<file path="src/rtl/crc4_pkg.sv">
// Shared constants and the single-bit division step for the CRC-4 block.
// Assumes the polynomial x^4 + x + 1; POLY_TAIL holds its terms below x^4.
package crc4_pkg;
    localparam int CRC_W   = 4;
    localparam int MSG_W   = 12;
    localparam int FRAME_W = MSG_W + CRC_W;
    localparam logic [CRC_W-1:0] POLY_TAIL = 4'b0011;

    // One step of modulo-2 long division: shift in a bit, subtract the divisor if the top bit was set.
    function automatic logic [CRC_W-1:0] crc_step(input logic [CRC_W-1:0] rem,
                                                 input logic din);
        logic [CRC_W-1:0] shifted;
        shifted = {rem[CRC_W-2:0], din};
        return rem[CRC_W-1] ? (shifted ^ POLY_TAIL) : shifted;
    endfunction
endpackage

</file>
<file path="src/rtl/crc4_divider.sv">
// Combinational modulo-2 divider: one XOR stage per dividend bit, MSB first.
// Assumes the caller has already appended zeros or complemented the tail.
module crc4_divider
    import crc4_pkg::*;
#(
    parameter int DATA_W = FRAME_W
) (
    input  logic [DATA_W-1:0] dividend,
    output logic [CRC_W-1:0]  remainder
);
    logic [CRC_W-1:0] stage [DATA_W+1];

    assign stage[0] = '0;

    // Chain of division steps, one for each bit of the dividend.
    for (genvar g = 0; g < DATA_W; g++) begin : g_step
        assign stage[g+1] = crc_step(stage[g], dividend[DATA_W-1-g]);
    end

    assign remainder = stage[DATA_W];
endmodule

</file>
<file path="src/rtl/crc4_serial.sv">
// Bit-serial CRC-4 engine. It takes FRAME_W bits MSB first on valid strobes.
// Tail bits are forced to zero in generate mode and complemented in check mode.
// Assumes start may arrive together with the first valid bit.
module crc4_serial
    import crc4_pkg::*;
(
    input  logic             clk,
    input  logic             rst_n,
    input  logic             start,
    input  logic             valid,
    input  logic             din,
    input  logic             check_mode,
    output logic             done,
    output logic [CRC_W-1:0] rem
);
    localparam int CNT_W = $clog2(FRAME_W + 1);
    localparam logic [CNT_W-1:0] FULL      = CNT_W'(FRAME_W);
    localparam logic [CNT_W-1:0] LAST      = CNT_W'(FRAME_W - 1);
    localparam logic [CNT_W-1:0] TAIL_FROM = CNT_W'(MSG_W);

    logic [CNT_W-1:0] cnt;
    logic [CNT_W-1:0] base_cnt;
    logic [CRC_W-1:0] base_rem;
    logic             take;
    logic             eff_bit;

    // Work out the state this cycle starts from, and decide whether the bit is taken.
    always_comb begin
        base_cnt = start ? '0 : cnt;
        base_rem = start ? '0 : rem;
        take     = valid && (base_cnt != FULL);
        eff_bit  = (base_cnt >= TAIL_FROM) ? (check_mode & ~din) : din;
    end

    // Advance the remainder and the bit count; raise done on the last bit.
    always_ff @(posedge clk) begin
        if (!rst_n) begin
            cnt  <= '0;
            rem  <= '0;
            done <= 1'b0;
        end else begin
            done <= take && (base_cnt == LAST);
            if (take) begin
                rem <= crc_step(base_rem, eff_bit);
                cnt <= base_cnt + 1'b1;
            end else begin
                rem <= base_rem;
                cnt <= base_cnt;
            end
        end
    end
endmodule

</file>
<file path="src/rtl/crc4_framer.sv">
// CRC-4 command framer and checker. It has a parallel generator, a parallel
// checker and a bit-serial engine. All three share one division step.
// Assumes the transmitted CRC nibble is the complement of the remainder.
module crc4_framer
    import crc4_pkg::*;
(
    input  logic                clk,
    input  logic                rst_n,
    input  logic [MSG_W-1:0]    gen_payload,
    output logic [FRAME_W-1:0]  gen_word,
    input  logic [FRAME_W-1:0]  rx_word,
    output logic                rx_ok,
    input  logic                ser_start,
    input  logic                ser_valid,
    input  logic                ser_bit,
    input  logic                ser_check,
    output logic                ser_done,
    output logic                ser_ok,
    output logic [CRC_W-1:0]    ser_crc
);
    logic [CRC_W-1:0] gen_rem;
    logic [CRC_W-1:0] chk_rem;
    logic [CRC_W-1:0] ser_rem;

    crc4_divider #(.DATA_W(FRAME_W)) u_gen_div (
        .dividend  ({gen_payload, {CRC_W{1'b0}}}),
        .remainder (gen_rem)
    );

    crc4_divider #(.DATA_W(FRAME_W)) u_chk_div (
        .dividend  ({rx_word[FRAME_W-1:CRC_W], ~rx_word[CRC_W-1:0]}),
        .remainder (chk_rem)
    );

    crc4_serial u_serial (
        .clk        (clk),
        .rst_n      (rst_n),
        .start      (ser_start),
        .valid      (ser_valid),
        .din        (ser_bit),
        .check_mode (ser_check),
        .done       (ser_done),
        .rem        (ser_rem)
    );

    // Frame the payload, judge the received word and present the serial result.
    always_comb begin
        gen_word = {gen_payload, ~gen_rem};
        rx_ok    = (chk_rem == '0);
        ser_ok   = (ser_rem == '0);
        ser_crc  = ~ser_rem;
    end
endmodule

</file>
<file path="config.mk">
export PLATFORM = sky130hd
export DESIGN_NAME = crc4_framer
export DESIGN_NICKNAME = d
export VERILOG_FILES = /design/src/rtl/crc4_pkg.sv /design/src/rtl/crc4_divider.sv /design/src/rtl/crc4_serial.sv /design/src/rtl/crc4_framer.sv
export SDC_FILE = /design/constraint.sdc
export NUM_CORES = 1
export LEC_CHECK = 0
export ABC_AREA = 1
export BUFFER_PORTS_ARGS = -buffer_cell sky130_fd_sc_hd__buf_2
export CELL_PAD_IN_SITES_DETAIL_PLACEMENT = 1
export CELL_PAD_IN_SITES_GLOBAL_PLACEMENT = 1
export CORE_ASPECT_RATIO = 1.2
export CORE_MARGIN = 5
export CORE_UTILIZATION = 31
export DETAILED_ROUTE_END_ITERATION = 12
export GPL_ROUTABILITY_DRIVEN = 0
export GPL_TIMING_DRIVEN = 0
export PLACE_DENSITY_LB_ADDON = 0.1
export REMOVE_ABC_BUFFERS = 1
export SYNTH_ARGS = -nofsm -noshare
export SYNTH_HDL_FRONTEND = slang
export SYNTH_SLANG_ARGS = --single-unit
</file>
<file path="constraint.sdc">
create_clock -name clk -period 2 [get_ports clk]
set_clock_uncertainty 0.05 [all_clocks]
set_input_delay 0 -clock clk [delete_from_list [all_inputs] [get_ports clk]]
set_output_delay 0 -clock clk [all_outputs]
set_load 0.02 [all_outputs]
</file>
==> qor.txt <==
maximum clock path buffer count = 2
Worst-Margin Slew = 0.271 ns
status = finished clean
Via density = 4.41
critical path fanouts, max = 12
Vias = 1492
share of the synthesized area in the top cell type = 24.2%
Die Width = 69.9 µm
WL/cell = 10.0 µm
final-layout fill cell count = 607
final setup fails = 0
Final #Nets = 321
global-route wire length before repair = 6010 µm
startpoint types = flop
Final Max Slew Viols = 0
synth top area cells = nand2_1 (24%), dfxtp_1 (15%), inv_1 (11%)
Multi-input gate area = 878 µm²
Core Region = 0.00423 mm²
most instantiated cells after synthesis = nand2_1 (86), inv_1 (40), nand3_1 (22), buf_4 (12), o21ai_0 (11)
H-Tree Depth = 1
FF/Latch Area = 200 µm²
Root Buffer = clkbuf_8
die area = 0.00572 mm²
Final Hold Vio Count = 0
CTS Buf Count = 3
Synth Cell Area = 0.00134 mm²
fin util = 38.6%
PortBufs = 56
DRT iter0 DRCs = 17
Most used DFF post-synth = dfxtp_1
ant diodes = 0
CP Capture Type = flop
DRC viols = 0
Synth Area per Inst = 5.63 µm²
Synth area leader = nand2_1
post-route ant nets = 0
Synth Warn # = 0
max_slew headroom = 81.8%
Post-Route WL = 3390 µm
worst path required time = 2.07 ns
largest net degree at the start of global routing = 13
dpl hpwl = 3010 µm
CTS Hold Bufs = 0
CTS tree = done
Pleak = 0.000978 µW
Netlist cell types = 21
sequential share of the synthesized area = 15.0%
setup TNS = 0 ns
Max VDD drop = 304 µV
crit path DAT = 1.79 ns
I/O Pins = 57
post-synthesis async set-or-reset flop share = 0%
clk slew on worst S/H paths = 0.05 ns
most frequent cell after synthesis = nand2_1
Worst-Skew Late Latency = 0.23 ns
num rows = 26
gr busiest metal = met2
initial antenna violation count = 0
Period minus WS final = 1.72 ns
met1 Use GR = 13.7%
Mapped Cells = 237
Crit Path Class = flop to flop
met2 global-route usage = 25.0%
initial core utilization = 31.6%
share of cells above drive strength 1 = 25.5%
gr usage total = 12.3%
RSZ-0062 raised after global routing = false
iteration count of the initial detailed-routing pass = 4
area grow syn2layout = 22.2%
fmax = 580 MHz
register bit total from synthesis = 10
Tcrit/Tclk final = 86.2%
Hold WC Path Type = input pin to flop
PD cells = 626 mW/mm²
vias in the first global route = 1491
EDFF count, synth = 0
met3 GRT Util = 1.35%
max-cap viol count = 0
Die Height = 81.9 µm
TritonCTS Sinks = 10
total grt overflow = 0
[cells by family after synthesis]
| group | count (synthesis) | share of synthesized area (%) |
|---|---|---|
| and+or+nand+nor | 129 | 40.7 |
| buffers and inverters | 57 | 19.4 |
| xor gates and xnor gates | 20 | 15.4 |
| AOI/OAI and AO/OA | 18 | 6.75 |
| DFF | 10 | 15.0 |
| adders and majority gates | 3 | 2.81 |
[registers in the layout, indices dropped and copies added, names as in the netlist]
| register | count |
|---|---|
| u_serial.cnt | 5 |
| u_serial.done | 1 |
| u_serial.rem | 4 |
[cell usage in the layout (no fill, tap or decap)]
cell type / count
nor4_1: 1
ha_1: 3
or2_1: 1
nand3b_1: 2
inv_1: 39
a21oi_1: 7
xor2_2: 1
buf_2: 56
dfxtp_1: 10
nand4_1: 2
nand3_1: 22
nand2_1: 85
nor3b_1: 1
nand2_2: 5
xnor2_2: 3
xnor2_1: 9
inv_2: 4
xor2_1: 7
nor2_1: 10
clkbuf_8: 3
o21ai_0: 11
[cell type report]
cell class | count | area share, %
timing repair buffer | 56 | 17.2
inverter | 43 | 9.89
sequential | 10 | 12.3
multi-input combinational | 170 | 53.8
clock buffer | 3 | 2.53
tap | 56 | 4.29
[through the flow]
step / std cells / cell area (µm²) / hold slack, ns / setup slack, ns / power [µW]
2_1_floorplan: 223 / 1240 / -0.0500 / 0.420 / 627
4_1_cts: 338 / 1630 / 0.0284 / 0.00677 / 1040
3_5_place_dp: 335 / 1590 / 0.202 / 0.0452 / 831
5_1_grt: 338 / 1630 / 0.0517 / 0.0338 / 1110
6_report: 338 / 1630 / 0.0291 / 0.275 / 1020
3_3_place_gp: 335 / 1590 / 0.202 / 0.0934 / 819
[worst max-delay path: stages (launching register included)]
cell	delay, ns
dfxtp_1	0.30
inv_1	0.03
nor2_1	0.15
inv_1	0.10
ha_1	0.20
nand4_1	0.10
nand2_2	0.15
inv_2	0.16
nand4_1	0.13
o21ai_0	0.17
a21oi_1	0.05
[path summary, 6_finish.rpt]
path / startpoint / to / slack (ns) / cells past startpoint
setup / recovery: u_serial.cnt[0]$_SDFF_PN0_ / u_serial.cnt[3]$_SDFF_PN0_ / 0.28 / 10
hold / removal: rst_n / u_serial.cnt[2]$_SDFF_PN0_ / 0.03 / 3
setup reg to reg: u_serial.cnt[0]$_SDFF_PN0_ / u_serial.cnt[3]$_SDFF_PN0_ / 0.28 / 10
hold reg to reg: u_serial.cnt[3]$_SDFF_PN0_ / u_serial.cnt[3]$_SDFF_PN0_ / 0.48 / 2
[what timing repair did]
| action | CTS | global route |
|---|---|---|
| setup buffers | 0 | 0 |
| gates resized for setup | 0 | 2 |
| setup endpoints to repair | 0 | 1 |
[report_power, final]
| part | switching [µW] | internal (µW) |
|---|---|---|
| combinational | 376 | 225 |
| sequential | 5.28 | 209 |
| clock | 74.6 | 131 |
| total | 456 | 566 |
[per-layer routing]
| metal | share of wire [%] | up-vias | wire length, µm |
|---|---|---|---|
| li1 | - | 799 | - |
| met3 | 3.5 | 2 | 120 |
| met1 | 42 | 663 | 1420 |
| met4 | 0.47 | 0 | 16 |
| met5 | 0 | - | 0 |
| met2 | 54 | 28 | 1830 |
Power figures use the tool's default switching activity.
